## config.mk

```make
export PLATFORM = sky130hd
export DESIGN_NAME = irq_cmdmask_aggregator
export DESIGN_NICKNAME = d
export VERILOG_FILES = /design/src/rtl/irqagg_pkg.sv /design/src/rtl/irqagg_src_cnt.sv /design/src/rtl/irqagg_mask_cell.sv /design/src/rtl/irqagg_irq_merge.sv /design/src/rtl/irq_cmdmask_aggregator.sv
export SDC_FILE = /design/constraint.sdc
export NUM_CORES = 1
export LEC_CHECK = 0
export BUFFER_PORTS_ARGS = -buffer_cell sky130_fd_sc_hd__buf_2
export CAP_MARGIN = 20
export CELL_PAD_IN_SITES_DETAIL_PLACEMENT = 1
export CELL_PAD_IN_SITES_GLOBAL_PLACEMENT = 2
export CORE_AREA = 2 2 241 243
export DETAILED_ROUTE_END_ITERATION = 12
export DIE_AREA = 0 0 243 245
export GPL_ROUTABILITY_DRIVEN = 0
export GPL_TIMING_DRIVEN = 1
export PLACE_DENSITY_LB_ADDON = 0.15
export REMOVE_ABC_BUFFERS = 1
export SETUP_SLACK_MARGIN = 0.3
export SLEW_MARGIN = 20
export SYNTH_ARGS = -nofsm -noshare
export SYNTH_HDL_FRONTEND = slang
export SYNTH_SLANG_ARGS = --single-unit
```

## constraint.sdc

```tcl
create_clock -name clk -period 2 [get_ports clk]
set_clock_uncertainty 0.15 [all_clocks]
set_input_delay 0.1 -clock clk [delete_from_list [all_inputs] [get_ports clk]]
set_output_delay 0.1 -clock clk [all_outputs]
set_load 0.02 [all_outputs]
```

## src/rtl/irqagg_pkg.sv

```systemverilog
// Shared types for the interrupt command-mask aggregator.
// Assumes: the mask command encoding is fixed at 2 bits per source.
package irqagg_pkg;

    // Per-source mask command; both idle codes leave the mask bit alone.
    typedef enum logic [1:0] {
        CMD_IDLE_LO = 2'b00,
        CMD_UNMASK  = 2'b01,
        CMD_MASK    = 2'b10,
        CMD_IDLE_HI = 2'b11
    } mask_cmd_e;

    localparam int unsigned CMD_W = 2;

endpackage

```

## src/rtl/irqagg_src_cnt.sv

```systemverilog
// One interrupt source: an event counter, the value the host last
// acknowledged, and the pending flag derived from the two.
// Assumes: at most one event per cycle; the counter wraps silently.
module irqagg_src_cnt #(
    parameter int unsigned CNT_W = 10
) (
    input  logic             clk,
    input  logic             rst_n,
    input  logic             evt_i,
    input  logic             ack_we_i,
    input  logic [CNT_W-1:0] ack_val_i,
    output logic [CNT_W-1:0] cnt_o,
    output logic             pending_o
);

    logic [CNT_W-1:0] cnt_q;
    logic [CNT_W-1:0] ack_q;

    // Event counter: one step per event pulse, modulo 2^CNT_W.
    always_ff @(posedge clk) begin
        if (!rst_n) begin
            cnt_q <= '0;
        end else if (evt_i) begin
            cnt_q <= cnt_q + CNT_W'(1);
        end
    end

    // Acknowledged value: loaded by the host write for this source.
    always_ff @(posedge clk) begin
        if (!rst_n) begin
            ack_q <= '0;
        end else if (ack_we_i) begin
            ack_q <= ack_val_i;
        end
    end

    // Pending while the published count is ahead of the acknowledge.
    always_comb begin
        pending_o = (cnt_q != ack_q);
    end

    assign cnt_o = cnt_q;

endmodule

```

## src/rtl/irqagg_mask_cell.sv

```systemverilog
// Mask bit of one source, updated by a 2-bit command on each write.
// Assumes: comes out of reset masked; idle commands keep the state.
module irqagg_mask_cell
    import irqagg_pkg::*;
(
    input  logic             clk,
    input  logic             rst_n,
    input  logic             cmd_we_i,
    input  logic [CMD_W-1:0] cmd_i,
    output logic             masked_o
);

    mask_cmd_e cmd;
    logic      masked_q;

    // Decode the raw field into the command type.
    always_comb begin
        cmd = mask_cmd_e'(cmd_i);
    end

    // Mask state: set or cleared only by the two active commands.
    always_ff @(posedge clk) begin
        if (!rst_n) begin
            masked_q <= 1'b1;
        end else if (cmd_we_i) begin
            case (cmd)
                CMD_UNMASK: masked_q <= 1'b0;
                CMD_MASK:   masked_q <= 1'b1;
                default:    masked_q <= masked_q;
            endcase
        end
    end

    assign masked_o = masked_q;

endmodule

```

## src/rtl/irqagg_irq_merge.sv

```systemverilog
// Merges per-source pending and mask state into one registered
// level interrupt.
// Assumes: inputs come from registers; one cycle of latency is allowed.
module irqagg_irq_merge #(
    parameter int unsigned NSRC = 16
) (
    input  logic            clk,
    input  logic            rst_n,
    input  logic [NSRC-1:0] pending_i,
    input  logic [NSRC-1:0] masked_i,
    output logic            irq_o
);

    logic [NSRC-1:0] live;
    logic            irq_q;

    // A source drives the line when it is pending and unmasked.
    always_comb begin
        live = pending_i & ~masked_i;
    end

    // Registered OR so that the host line is free of glitches.
    always_ff @(posedge clk) begin
        if (!rst_n) begin
            irq_q <= 1'b0;
        end else begin
            irq_q <= |live;
        end
    end

    assign irq_o = irq_q;

endmodule

```

## src/rtl/irq_cmdmask_aggregator.sv

```systemverilog
// Top: overview unit (source 0) plus NUM_CORES channel cores
// (source c+1). Each source has a counter with an acknowledge, a
// command-driven mask bit, and feeds one level interrupt.
// Assumes: HEAD_W <= CNT_W; writes to an index >= NSRC are dropped.
module irq_cmdmask_aggregator
    import irqagg_pkg::*;
#(
    parameter  int unsigned NUM_CORES = 15,
    parameter  int unsigned CNT_W     = 10,
    parameter  int unsigned HEAD_W    = 8,
    localparam int unsigned NSRC      = NUM_CORES + 1,
    localparam int unsigned SEL_W     = (NSRC > 1) ? $clog2(NSRC) : 1
) (
    input  logic                    clk,
    input  logic                    rst_n,
    input  logic [NSRC-1:0]         evt_i,
    input  logic                    mask_we_i,
    input  logic [CMD_W*NSRC-1:0]   mask_cmd_i,
    input  logic                    ack_we_i,
    input  logic [SEL_W-1:0]        ack_sel_i,
    input  logic [CNT_W-1:0]        ack_cnt_i,
    output logic [NSRC*CNT_W-1:0]   evt_cnt_o,
    output logic [NUM_CORES*HEAD_W-1:0] ring_head_o,
    output logic [NSRC-1:0]         pending_o,
    output logic [NSRC-1:0]         mask_o,
    output logic                    irq_o
);

    logic [NSRC-1:0] ack_hit;

    // One counter, acknowledge and mask cell per source.
    for (genvar s = 0; s < NSRC; s++) begin : g_src
        // Steer the acknowledge strobe to the selected source only.
        always_comb begin
            ack_hit[s] = ack_we_i && (ack_sel_i == SEL_W'(s));
        end

        irqagg_src_cnt #(
            .CNT_W (CNT_W)
        ) u_cnt (
            .clk       (clk),
            .rst_n     (rst_n),
            .evt_i     (evt_i[s]),
            .ack_we_i  (ack_hit[s]),
            .ack_val_i (ack_cnt_i),
            .cnt_o     (evt_cnt_o[s*CNT_W +: CNT_W]),
            .pending_o (pending_o[s])
        );

        irqagg_mask_cell u_mask (
            .clk      (clk),
            .rst_n    (rst_n),
            .cmd_we_i (mask_we_i),
            .cmd_i    (mask_cmd_i[s*CMD_W +: CMD_W]),
            .masked_o (mask_o[s])
        );
    end

    // Core ring head indices: low bits of each core's counter.
    for (genvar c = 0; c < NUM_CORES; c++) begin : g_head
        assign ring_head_o[c*HEAD_W +: HEAD_W] =
            evt_cnt_o[(c+1)*CNT_W +: HEAD_W];
    end

    irqagg_irq_merge #(
        .NSRC (NSRC)
    ) u_merge (
        .clk       (clk),
        .rst_n     (rst_n),
        .pending_i (pending_o),
        .masked_i  (mask_o),
        .irq_o     (irq_o)
    );

endmodule

```

==> results.ini <==
[die]
core_um2=57000
dieArea_um2=59500
die_h_um=245
io_pins=379
rows=88
start_util_pct=29.7
die_w_um=243

[synth]
synth_area_um2=16900
ys_types=34
ys_seq_elements=337
postSynthCellCount=1770
synth_edf_count=0
synthArstFlopShare_pct=0
ys_seq_area_share_pct=39.9
synth-main-ff-cell=dfxtp_1
synth_area_per_cell_um2=9.56
yosysWarnings=0

[timing]
max-slew-margin-rel_pct=52.1
rsz0062_at_grt=true
setup_viol=14
finalSetupTns_ns=-1.33
layout_min_cycle_time_ns=2.18
min_period_over_period_pct=109
tightest_slew_ns=0.718
fin_ws_ns=-0.183
max_freq_ghz=0.458
hold_violations=0
final_max_slew_viol_count=0

[clock_network]
htree_levels=2
clockRootBuffer=clkbuf_16
numCtsBuffers=43
cts_tree=done
clk_pin_slew_ns=0.06
clkLatencyLatePin_ns=0.57
cts.sinks=337
clk_path_buf_depth=3

[power_and_ir_drop]
switchingPower_uw=4490
internal_power_uw=12800
swShare_pct=26.0
static-leakage-power_uw=0.0109
power_density_nw_per_um2=761
power.ir.vdd_worst_uv=484
seqPwrFrac_pct=40.4
clockPowerShare_pct=46.7
p_comb_share_pct=12.9

[setup_path]
cp-start-kind=flip-flop
crit_path_end_kind=flip-flop
cp_data_required_time_ns=2.30
crit_fanout=2
path_class=reg -> reg
cp_data_arrival_time_ns=2.48

[global_routing]
grt_start_max_net_pins=94
grtUsageTotal_pct=17.4
grt_pass1_vias=13800
grt_first_pass_wirelength_mm=80.8
grt_overflow=0
antenna_found_initial=1

[route]
dr.pass1.iters=4
vias=13500
drcViolationCount=0
drt_iter0_drc=332
antenna_left=0
wl_per_cell_um=17.1
wl_mm=52.6
drt-vias-per-instance=4.40

[status]
violations=setup timing
status=finished, violations left

[cells_and_area]
fin_cells=3068
syn_to_final_growth_pct=34.2
nNetsFinal=2367
layout_commonest_cell=buf_2
drive_gt1_share_pct=32.8
final_cell_mix=buf_2, dfxtp_1, buf_4

[placement]
hpwl_mm=37.1
post-place-cells=2894
portBuffers=378

[hold_path]
min_path_type=in -> reg

[flow_run]
maxCapViolCount=0

==> synthesized netlist by cell type (15+ instances only) <==
master | n | share of area (%)
and2_1 | 115 | 4.3
clkbuf_1 | 53 | 1.2
mux2i_1 | 178 | 11
xor2_1 | 152 | 7.9
xnor2_1 | 125 | 6.5
nand2b_1 | 15 | 0.55
nor2b_1 | 184 | 6.8
inv_1 | 33 | 0.73
and3_1 | 37 | 1.4
nand4_1 | 47 | 1.7
nand3_1 | 16 | 0.47
nand2_1 | 125 | 2.8
ha_1 | 32 | 2.4
or3_1 | 29 | 1.1
dfxtp_1 | 337 | 40
nor4_1 | 29 | 1.1
o21ai_0 | 31 | 0.92
buf_4 | 152 | 6.7
a21boi_0 | 37 | 1.6
==> timing repair <==
item,CTS,global route
resized for setup,66,60
setup buffers,12,7
setup endpoints to repair,19,43
hold endpoints to repair,220,0
pin swaps,33,38
hold buffers,80,0
==> sequential cells by signal, summed over array words and instances (netlist names) <==
name and flops:
g_src.u_cnt.ack_q 160, g_src.u_cnt.cnt_o 160, g_src.u_mask.masked_o 16, u_merge.irq_o 1
==> worst paths after layout <==
| kind | from | end | slack [ns] | cells after the start |
|---|---|---|---|---|
| setup / recovery | g_src[10].u_cnt.cnt_o[3] | u_merge.irq_o | -0.18 | 7 |
| hold / removal | ack_sel_i[2] | g_src[2].u_cnt.ack_q[0] | 0.13 | 6 |
| setup reg to reg | g_src[10].u_cnt.cnt_o[3] | u_merge.irq_o | -0.18 | 7 |
| hold reg to reg | g_src[12].u_cnt.ack_q[1] | g_src[12].u_cnt.ack_q[1] | 0.33 | 2 |
==> metal layers <==
layer,global-route usage [%],vias to the layer above,part of all wire (%)
li1,-,6701,-
met1,22.8,6507,47
met2,29.8,243,48
met3,2.96,52,3.8
met4,3.81,0,1.5
met5,0,-,0
==> worst max-delay path, stage by stage (launching register included) <==
cell	delay, ns
dfxtp_2	0.32
xor2_1	0.16
nor4_2	0.33
nand4_1	0.26
a2111oi_4	0.34
buf_4	0.18
nand4_1	0.07
o31a_1	0.24
==> cell families (layout without fill, tap and decap cells) <==
logic type / count (synthesis) / after routing / synth area share, %
compound gates: 75 / 75 / 2.94
xor+xnor: 277 / 277 / 14.3
fa+ha+maj: 32 / 32 / 2.37
buf+inv: 244 / 776 / 8.83
flops: 337 / 337 / 39.9
mux: 178 / 178 / 10.5
other cells: 0 / 1 / 0
simple gates: 627 / 627 / 21.1
==> stage by stage <==
step                util [%]  hold slack (ns)  setup WS, ns  total power [uW]  area [um^2]
detailed placement      35.0            0.227        -0.347              9070        19900
global route            39.8            0.130        -0.314             18100        22700
finish                  39.8            0.130        -0.183             17300        22700
global placement        35.0            0.222        -0.362              9050        19900
CTS                     39.5            0.104        -0.234             17600        22500
floorplan                  -           0.0119        -0.435              8040        15600
==> area by class of cell <==
class	count	area, um^2
Sequential cell	337	6810
Clock buffer	58	1210
Tap cell	765	957
Fill cell	6605	34300
Multi-Input combinational cell	1189	8890
Clock inverter	20	251
Antenna cell	1	2.50
Timing Repair Buffer	665	4450
Inverter	33	124
==> power by group through the flow <==
stage / sequential, uW / combinational, uW / clock (uW)
after floorplan: 7360 / 681 / 0
after global placement: 7120 / 1920 / 0
after detailed placement: 7130 / 1950 / 0
after CTS: 6980 / 2240 / 8350
after global routing: 6990 / 2420 / 8650
final: 6980 / 2230 / 8070
(Power assumes the default switching activity.)
